[src/rtl/wkup_pkg.sv]
package wkup_pkg;
   localparam int REG_ADDR_W = 3;
   localparam int REG_DATA_W = 32;

   typedef enum logic [REG_ADDR_W-1:0] {
      SEL_NMI_STAT  = 3'd0,
      SEL_SRC_STAT  = 3'd1,
      SEL_IRQ_EN    = 3'd2,
      SEL_WAKE_EN   = 3'd3,
      SEL_RISE_EN   = 3'd4,
      SEL_FALL_EN   = 3'd5,
      SEL_FILT_EN   = 3'd6,
      SEL_UNUSED    = 3'd7
   } reg_sel_e;

   localparam int NMI_EVT_BIT = 0;
   localparam int NMI_OVR_BIT = 1;
endpackage

[src/rtl/wkup_sync.sv]
module wkup_sync #(
   parameter int WIDTH  = 1,
   parameter int STAGES = 2
) (
   input  logic             clk_i,
   input  logic             rst_ni,
   input  logic [WIDTH-1:0] async_i,
   output logic [WIDTH-1:0] sync_o
);
   if (STAGES < 2) begin : g_bad_stages
      $error("wkup_sync: STAGES must be at least 2");
   end

   logic [STAGES-1:0][WIDTH-1:0] chain_q;

   always_ff @(posedge clk_i or negedge rst_ni) begin
      if (!rst_ni) begin
         chain_q <= '0;
      end else begin
         chain_q[0] <= async_i;
         for (int s = 1; s < STAGES; s++) begin
            chain_q[s] <= chain_q[s-1];
         end
      end
   end

   assign sync_o = chain_q[STAGES-1];
endmodule

[src/rtl/wkup_src_flags.sv]
module wkup_src_flags #(
   parameter int NUM_SRC = 20
) (
   input  logic               clk_i,
   input  logic               rst_ni,
   input  logic [NUM_SRC-1:0] smp_i,
   input  logic [NUM_SRC-1:0] rise_en_i,
   input  logic [NUM_SRC-1:0] fall_en_i,
   input  logic [NUM_SRC-1:0] clr_i,
   output logic [NUM_SRC-1:0] flag_o
);
   logic [NUM_SRC-1:0] prev_q;
   logic [NUM_SRC-1:0] flag_q;
   logic [NUM_SRC-1:0] changed;

   for (genvar i = 0; i < NUM_SRC; i++) begin : g_src
      logic rise_hit;
      logic fall_hit;

      assign changed[i] = smp_i[i] ^ prev_q[i];
      assign rise_hit   =  smp_i[i] & ~prev_q[i] & rise_en_i[i];
      assign fall_hit   = ~smp_i[i] &  prev_q[i] & fall_en_i[i];

      always_ff @(posedge clk_i or negedge rst_ni) begin
         if (!rst_ni) begin
            prev_q[i] <= 1'b0;
            flag_q[i] <= 1'b0;
         end else begin
            prev_q[i] <= smp_i[i];
            // a new event wins over a simultaneous clear
            if (rise_hit || fall_hit) begin
               flag_q[i] <= 1'b1;
            end else if (clr_i[i]) begin
               flag_q[i] <= 1'b0;
            end
         end
      end
   end

   assign flag_o = flag_q;


   flag_hold_chk: assert property (@(posedge clk_i) disable iff (!rst_ni)
      ($past(flag_q & ~clr_i) & ~flag_q) == '0);

   flag_needs_change_chk: assert property (@(posedge clk_i) disable iff (!rst_ni)
      (flag_q & ~$past(flag_q) & ~$past(changed)) == '0);
endmodule

[src/rtl/wkup_nmi_unit.sv]
module wkup_nmi_unit (
   input  logic clk_i,
   input  logic rst_ni,
   input  logic smp_i,
   input  logic clr_evt_i,
   input  logic clr_ovr_i,
   output logic evt_o,
   output logic ovr_o,
   output logic req_o
);
   logic prev_q;
   logic evt_q;
   logic ovr_q;
   logic hit;

   assign hit = smp_i & ~prev_q;

   always_ff @(posedge clk_i or negedge rst_ni) begin
      if (!rst_ni) begin
         prev_q <= 1'b0;
         evt_q  <= 1'b0;
         ovr_q  <= 1'b0;
      end else begin
         prev_q <= smp_i;
         if (hit) begin
            evt_q <= 1'b1;
         end else if (clr_evt_i) begin
            evt_q <= 1'b0;
         end
         if (hit && evt_q) begin
            ovr_q <= 1'b1;
         end else if (clr_ovr_i) begin
            ovr_q <= 1'b0;
         end
      end
   end

   assign evt_o = evt_q;
   assign ovr_o = ovr_q;
   assign req_o = evt_q | ovr_q;


   ovr_after_evt_chk: assert property (@(posedge clk_i) disable iff (!rst_ni)
      $rose(ovr_q) |-> $past(evt_q));

   ovr_sticky_chk: assert property (@(posedge clk_i) disable iff (!rst_ni)
      ($past(ovr_q) && !$past(clr_ovr_i)) |-> ovr_q);
endmodule

[src/rtl/wkup_vec_merge.sv]
module wkup_vec_merge #(
   parameter int NUM_SRC  = 20,
   parameter int GRP_SIZE = 8,
   parameter int NUM_VEC  = (NUM_SRC + GRP_SIZE - 1) / GRP_SIZE
) (
   input  logic [NUM_SRC-1:0] flag_i,
   input  logic [NUM_SRC-1:0] irq_en_i,
   input  logic [NUM_SRC-1:0] wake_en_i,
   output logic [NUM_VEC-1:0] vec_o,
   output logic               wake_o
);
   logic [NUM_SRC-1:0] irq_live;

   assign irq_live = flag_i & irq_en_i;

   for (genvar v = 0; v < NUM_VEC; v++) begin : g_vec
      localparam int LO = v * GRP_SIZE;
      localparam int HI = ((v + 1) * GRP_SIZE > NUM_SRC) ? NUM_SRC - 1
                                                         : (v + 1) * GRP_SIZE - 1;
      assign vec_o[v] = |irq_live[HI:LO];
   end

   assign wake_o = |(flag_i & wake_en_i);
endmodule

[src/rtl/wkup_irq_ctrl.sv]
module wkup_irq_ctrl
   import wkup_pkg::*;
#(
   parameter int NUM_SRC     = 20,
   parameter int GRP_SIZE    = 8,
   parameter int SYNC_STAGES = 2,
   parameter int NUM_VEC     = (NUM_SRC + GRP_SIZE - 1) / GRP_SIZE
) (
   input  logic                  clk_i,
   input  logic                  rst_ni,
   input  logic [NUM_SRC-1:0]    pad_i,
   input  logic                  nmi_pad_i,
   input  logic                  reg_we_i,
   input  logic [REG_ADDR_W-1:0] reg_addr_i,
   input  logic [REG_DATA_W-1:0] reg_wdata_i,
   output logic [REG_DATA_W-1:0] reg_rdata_o,
   output logic [NUM_VEC-1:0]    irq_vec_o,
   output logic                  wake_o,
   output logic                  nmi_req_o
);
   localparam int SYNC_W = NUM_SRC + 1;

   if (NUM_SRC < 1 || NUM_SRC > REG_DATA_W) begin : g_bad_src
      $error("wkup_irq_ctrl: NUM_SRC must lie in 1..REG_DATA_W");
   end
   if (GRP_SIZE < 1) begin : g_bad_grp
      $error("wkup_irq_ctrl: GRP_SIZE must be positive");
   end
   if (NUM_VEC != (NUM_SRC + GRP_SIZE - 1) / GRP_SIZE) begin : g_bad_vec
      $error("wkup_irq_ctrl: NUM_VEC does not match NUM_SRC and GRP_SIZE");
   end

   logic [NUM_SRC-1:0] irq_en_q, wake_en_q, rise_en_q, fall_en_q, filt_en_q;
   logic [NUM_SRC-1:0] src_flag, src_clr;
   logic [SYNC_W-1:0]  sync_all;
   logic               nmi_evt, nmi_ovr;
   logic               wr_src, wr_nmi;

   assign wr_src  = reg_we_i && (reg_addr_i == SEL_SRC_STAT);
   assign wr_nmi  = reg_we_i && (reg_addr_i == SEL_NMI_STAT);
   assign src_clr = wr_src ? reg_wdata_i[NUM_SRC-1:0] : '0;

   always_ff @(posedge clk_i or negedge rst_ni) begin
      if (!rst_ni) begin
         irq_en_q  <= '0;
         wake_en_q <= '0;
         rise_en_q <= '0;
         fall_en_q <= '0;
         filt_en_q <= '0;
      end else if (reg_we_i) begin
         case (reg_addr_i)
            SEL_IRQ_EN:  irq_en_q  <= reg_wdata_i[NUM_SRC-1:0];
            SEL_WAKE_EN: wake_en_q <= reg_wdata_i[NUM_SRC-1:0];
            SEL_RISE_EN: rise_en_q <= reg_wdata_i[NUM_SRC-1:0];
            SEL_FALL_EN: fall_en_q <= reg_wdata_i[NUM_SRC-1:0];
            SEL_FILT_EN: filt_en_q <= reg_wdata_i[NUM_SRC-1:0];
            default: ;
         endcase
      end
   end

   always_comb begin
      reg_rdata_o = '0;
      case (reg_addr_i)
         SEL_NMI_STAT: begin
            reg_rdata_o[NMI_EVT_BIT] = nmi_evt;
            reg_rdata_o[NMI_OVR_BIT] = nmi_ovr;
         end
         SEL_SRC_STAT: reg_rdata_o[NUM_SRC-1:0] = src_flag;
         SEL_IRQ_EN:   reg_rdata_o[NUM_SRC-1:0] = irq_en_q;
         SEL_WAKE_EN:  reg_rdata_o[NUM_SRC-1:0] = wake_en_q;
         SEL_RISE_EN:  reg_rdata_o[NUM_SRC-1:0] = rise_en_q;
         SEL_FALL_EN:  reg_rdata_o[NUM_SRC-1:0] = fall_en_q;
         SEL_FILT_EN:  reg_rdata_o[NUM_SRC-1:0] = filt_en_q;
         default:      reg_rdata_o = '0;
      endcase
   end

   wkup_sync #(.WIDTH(SYNC_W), .STAGES(SYNC_STAGES)) u_sync (
      .clk_i   (clk_i),
      .rst_ni  (rst_ni),
      .async_i ({nmi_pad_i, pad_i}),
      .sync_o  (sync_all)
   );

   wkup_src_flags #(.NUM_SRC(NUM_SRC)) u_flags (
      .clk_i     (clk_i),
      .rst_ni    (rst_ni),
      .smp_i     (sync_all[NUM_SRC-1:0]),
      .rise_en_i (rise_en_q),
      .fall_en_i (fall_en_q),
      .clr_i     (src_clr),
      .flag_o    (src_flag)
   );

   wkup_nmi_unit u_nmi (
      .clk_i     (clk_i),
      .rst_ni    (rst_ni),
      .smp_i     (sync_all[NUM_SRC]),
      .clr_evt_i (wr_nmi && reg_wdata_i[NMI_EVT_BIT]),
      .clr_ovr_i (wr_nmi && reg_wdata_i[NMI_OVR_BIT]),
      .evt_o     (nmi_evt),
      .ovr_o     (nmi_ovr),
      .req_o     (nmi_req_o)
   );

   wkup_vec_merge #(.NUM_SRC(NUM_SRC), .GRP_SIZE(GRP_SIZE), .NUM_VEC(NUM_VEC)) u_merge (
      .flag_i    (src_flag),
      .irq_en_i  (irq_en_q),
      .wake_en_i (wake_en_q),
      .vec_o     (irq_vec_o),
      .wake_o    (wake_o)
   );


   irq_masked_chk: assert property (@(posedge clk_i) disable iff (!rst_ni)
      (irq_en_q == '0) |-> (irq_vec_o == '0));

   wake_masked_chk: assert property (@(posedge clk_i) disable iff (!rst_ni)
      (wake_en_q == '0) |-> !wake_o);

   nmi_req_rise_chk: assert property (@(posedge clk_i) disable iff (!rst_ni)
      $rose(nmi_req_o) |-> $past(sync_all[NUM_SRC]));
endmodule

[config.mk]
export PLATFORM = sky130hd
export DESIGN_NAME = wkup_irq_ctrl
export DESIGN_NICKNAME = d
export VERILOG_FILES = /design/src/rtl/wkup_pkg.sv /design/src/rtl/wkup_sync.sv /design/src/rtl/wkup_src_flags.sv /design/src/rtl/wkup_nmi_unit.sv /design/src/rtl/wkup_vec_merge.sv /design/src/rtl/wkup_irq_ctrl.sv
export SDC_FILE = /design/constraint.sdc
export NUM_CORES = 1
export LEC_CHECK = 0
export ABC_AREA = 0
export BUFFER_PORTS_ARGS = -buffer_cell sky130_fd_sc_hd__buf_2
export CORE_MARGIN = 5
export CORE_UTILIZATION = 62
export DETAILED_ROUTE_END_ITERATION = 16
export PLACE_DENSITY = 0.84
export SETUP_SLACK_MARGIN = 0.2
export SYNTH_ARGS = -nofsm -noshare
export SYNTH_HDL_FRONTEND = slang
export SYNTH_SLANG_ARGS = --single-unit
[constraint.sdc]
create_clock -name clk_i -period 4.5 [get_ports clk_i]
set_input_delay 1.35 -clock clk_i [delete_from_list [all_inputs] [get_ports clk_i]]
set_output_delay 1.35 -clock clk_i [all_outputs]
set_load 0.01 [all_outputs]
==> results.toml <==
[synth]
yosysSeqAreaShare_pct = 59.9
yosys.cell_types.count = 33
synthArstFlopShare_pct = 100
synth_edf_count = 0
synth_ff_type = "dfrtp_1"
synth_seq_cells = 185
yosysWarnings = 0
syn_area_um2 = 7720
synthCells = 555
syn_area_per_cell_um2 = 13.9

[worst_setup_path]
cp_slowest_cell = "and3b_2"
r2r-end = "u_nmi.ovr_o"
worstPathCellList = "buf_2 > and3b_2 > a22o_1 > nor2_1 > o21ai_0 > buf_2"
worstPathArrival_ps = 2680
r2r_slack_ps = 3650
critical_path.startpoint_type = "input port"
worstPathRequired_ps = 3150
cp_max_fo = 21
reg2reg_from = "u_sync.sync_o[20]"
cp-end-kind = "primary output"
critical_path.max_stage_delay_ps = 610
reg2regPathDepth = 2
crit_top_cell = "buf_2"
critPathKind = "in2out"

[final_layout]
num-nets-final = 687
fin_cells = 806
fill_cells = 797
final_area_um2 = 8730
syn_to_final_growth_pct = 13.0
drive_above_1_share_pct = 34.2
fin_util_pct = 72.1
n_antenna_cell = 0

[placement]
post_dp_cell_area_um2 = 8140
io_buffers = 71
post-place-ws_ps = 179
dpl.hpwl_mm = 11.4
placedCellCount = 777
place.gp.congestion = 0.832

[routing]
drt-pass1-iter-count = 5
drcViolationCount = 0
drtIter0Drc = 504
antenna_left = 0
via_count = 5059
wire_per_inst_um = 22.5
wl_mm = 18.1
vias_per_cell = 6.28

[timing]
finalHoldViolations = 0
slew_viol_final = 0
max-slew-margin-rel_pct = 43.8
period_needed_ps = 4030
fin_crit_sh_pct = 89.5
max_freq_mhz = 248
fin_worst_skew_ps = 5.92
final-setup-viol-count = 0
worstMarginPinSlew_ps = 839
finalSetupTns_ps = 0
rsz0062_at_grt = "false"
setup_slack_ps = 473
hold_slack_ps = 345

[floorplanning]
io_pins = 96
row_count = 40
die_w_um = 122
initial_core_util_pct = 63.8
fp.dieH_um = 122
die_area_um2 = 14800
coreArea_um2 = 12100

[run_status]
status = "finished, final reports clean"

[clock_tree]
htree_levels = 4
clock_path_buffers = 2
root_buffer = "clkbuf_16"
clkTransAtPathRegs_ps = 70
cts_buffers = 17
cts_tree = "yes"
cts.sinks = 185
cts_resized = 1
cts_hold_buf = 0
postCtsSetupRepairBufs = 0
clk_latency_ps = 430

[global_routing]
antenna_found_initial = 0
grtUsageTotal_pct = 25.4
grt.overflow.total = 0
grt_pass1_wl_mm = 28.5
grt_pass1_vias = 5328
grt_max_degree = 86

[power]
peakVddDrop_mv = 0.360
power.leakage_nw = 4.06
power.density_nw_per_um2 = 493
design_power_total_mw = 4.30

[job]
cap_violations = 0

[worst_hold_path]
hold_end = "u_sync.sync_o[4]"
whs_path_depth = 0
hp-start = "u_sync.chain_q[4]"
min_path_type = "reg2reg"
## kinds of logic (layout without fill, tap and decap cells)
family / count (synthesis) / after routing / synth area share [%]
other: 1 / 12 / 0.0486
and+or+nand+nor: 124 / 124 / 8.25
muxes: 102 / 102 / 17.8
DFF: 185 / 185 / 59.9
buffers and inverters: 39 / 111 / 3.76
AOI/OAI and AO/OA: 104 / 104 / 10.2
## flip-flops by register name, indices dropped and copies added, names as in the netlist
name,count
fall_en_q,20
filt_en_q,20
irq_en_q,20
rise_en_q,20
u_flags.flag_o,20
u_flags.prev_q,20
u_nmi.evt_o,1
u_nmi.ovr_o,1
u_nmi.prev_q,1
u_sync.chain_q,21
u_sync.sync_o,21
wake_en_q,20
## cells in the mapped netlist, types with 2 or more instances
master    number  area share (%)
buf_2         10            0.65
buf_4         17             1.7
and3b_1        2            0.23
nor2_1         4            0.19
buf_6          9             1.3
a22o_1         9             1.0
nand2_1       65             3.2
clkbuf_1       3            0.15
mux2_2        41             6.0
and2_1         2            0.16
a221oi_1       4            0.45
mux2_4        60              12
o211ai_1      20             1.9
nand3_1       18             1.2
nand4_1        3            0.24
dfrtp_1      185              60
a22oi_1       67             6.5
nor3b_2        2            0.32
nand3b_1      20             1.9
## worst max-delay path by stage
stage	from	end	slack, ps
6_report	reg_addr_i[2]	reg_rdata_o[1]	470
5_1_grt	reg_addr_i[1]	reg_rdata_o[1]	380
4_1_cts	reg_addr_i[2]	reg_rdata_o[1]	480
3_5_place_dp	reg_addr_i[2]	reg_rdata_o[17]	180
3_3_place_gp	reg_addr_i[2]	reg_rdata_o[17]	180
2_1_floorplan	reg_addr_i[1]	reg_rdata_o[16]	850
## report_power, final
part | leakage [nW] | internal (mW) | switching (mW)
sequential | 2.15 | 1.92 | 0.236
combinational | 1.63 | 0.360 | 0.274
clock | 0.288 | 0.909 | 0.599
total | 4.06 | 3.19 | 1.11
## layout by cell type, fill, tap and decap left out, drive strengths merged, types with 2 or more instances in the layout
cell and instances:
dfrtp 185, mux2 101, buf 81, a22oi 67, nand2 66, clkbuf 23, nand3b 20, o211ai 20
nand3 18, conb 12, a22o 9, nor2 4, a221oi 4, nor3b 3, nand4 3, bufinv 3
and3b 3, and2 2, clkinv 2, o21ai 2
## routing by layer
layer	wire length, um	share of wire [%]	vias to the layer above	global-route usage (%)
met1	7130	39	2627	32.7
li1	-	-	2162	-
met5	0	0	-	0
met3	1570	8.7	33	7.06
met4	288	1.6	0	7.63
met2	9150	50	237	42.4
## area by class of cell
class	instances	area [um2]	area share, %
well taps	168	210	2.41
clock buffers	22	474	5.43
repair buffers	82	447	5.12
multi-input cells	342	2850	32.7
flip-flops and latches	185	4630	53.0
clock inverters	7	116	1.33
## worst max-delay path: cells and delay by family
| family | cells | cell delay [ps] |
|---|---|---|
| AO/OA/AOI/OAI | 2 | 300 |
| buffers and inverters | 2 | 370 |
| AND/OR/NAND/NOR | 2 | 660 |
(Power assumes the default switching activity.)
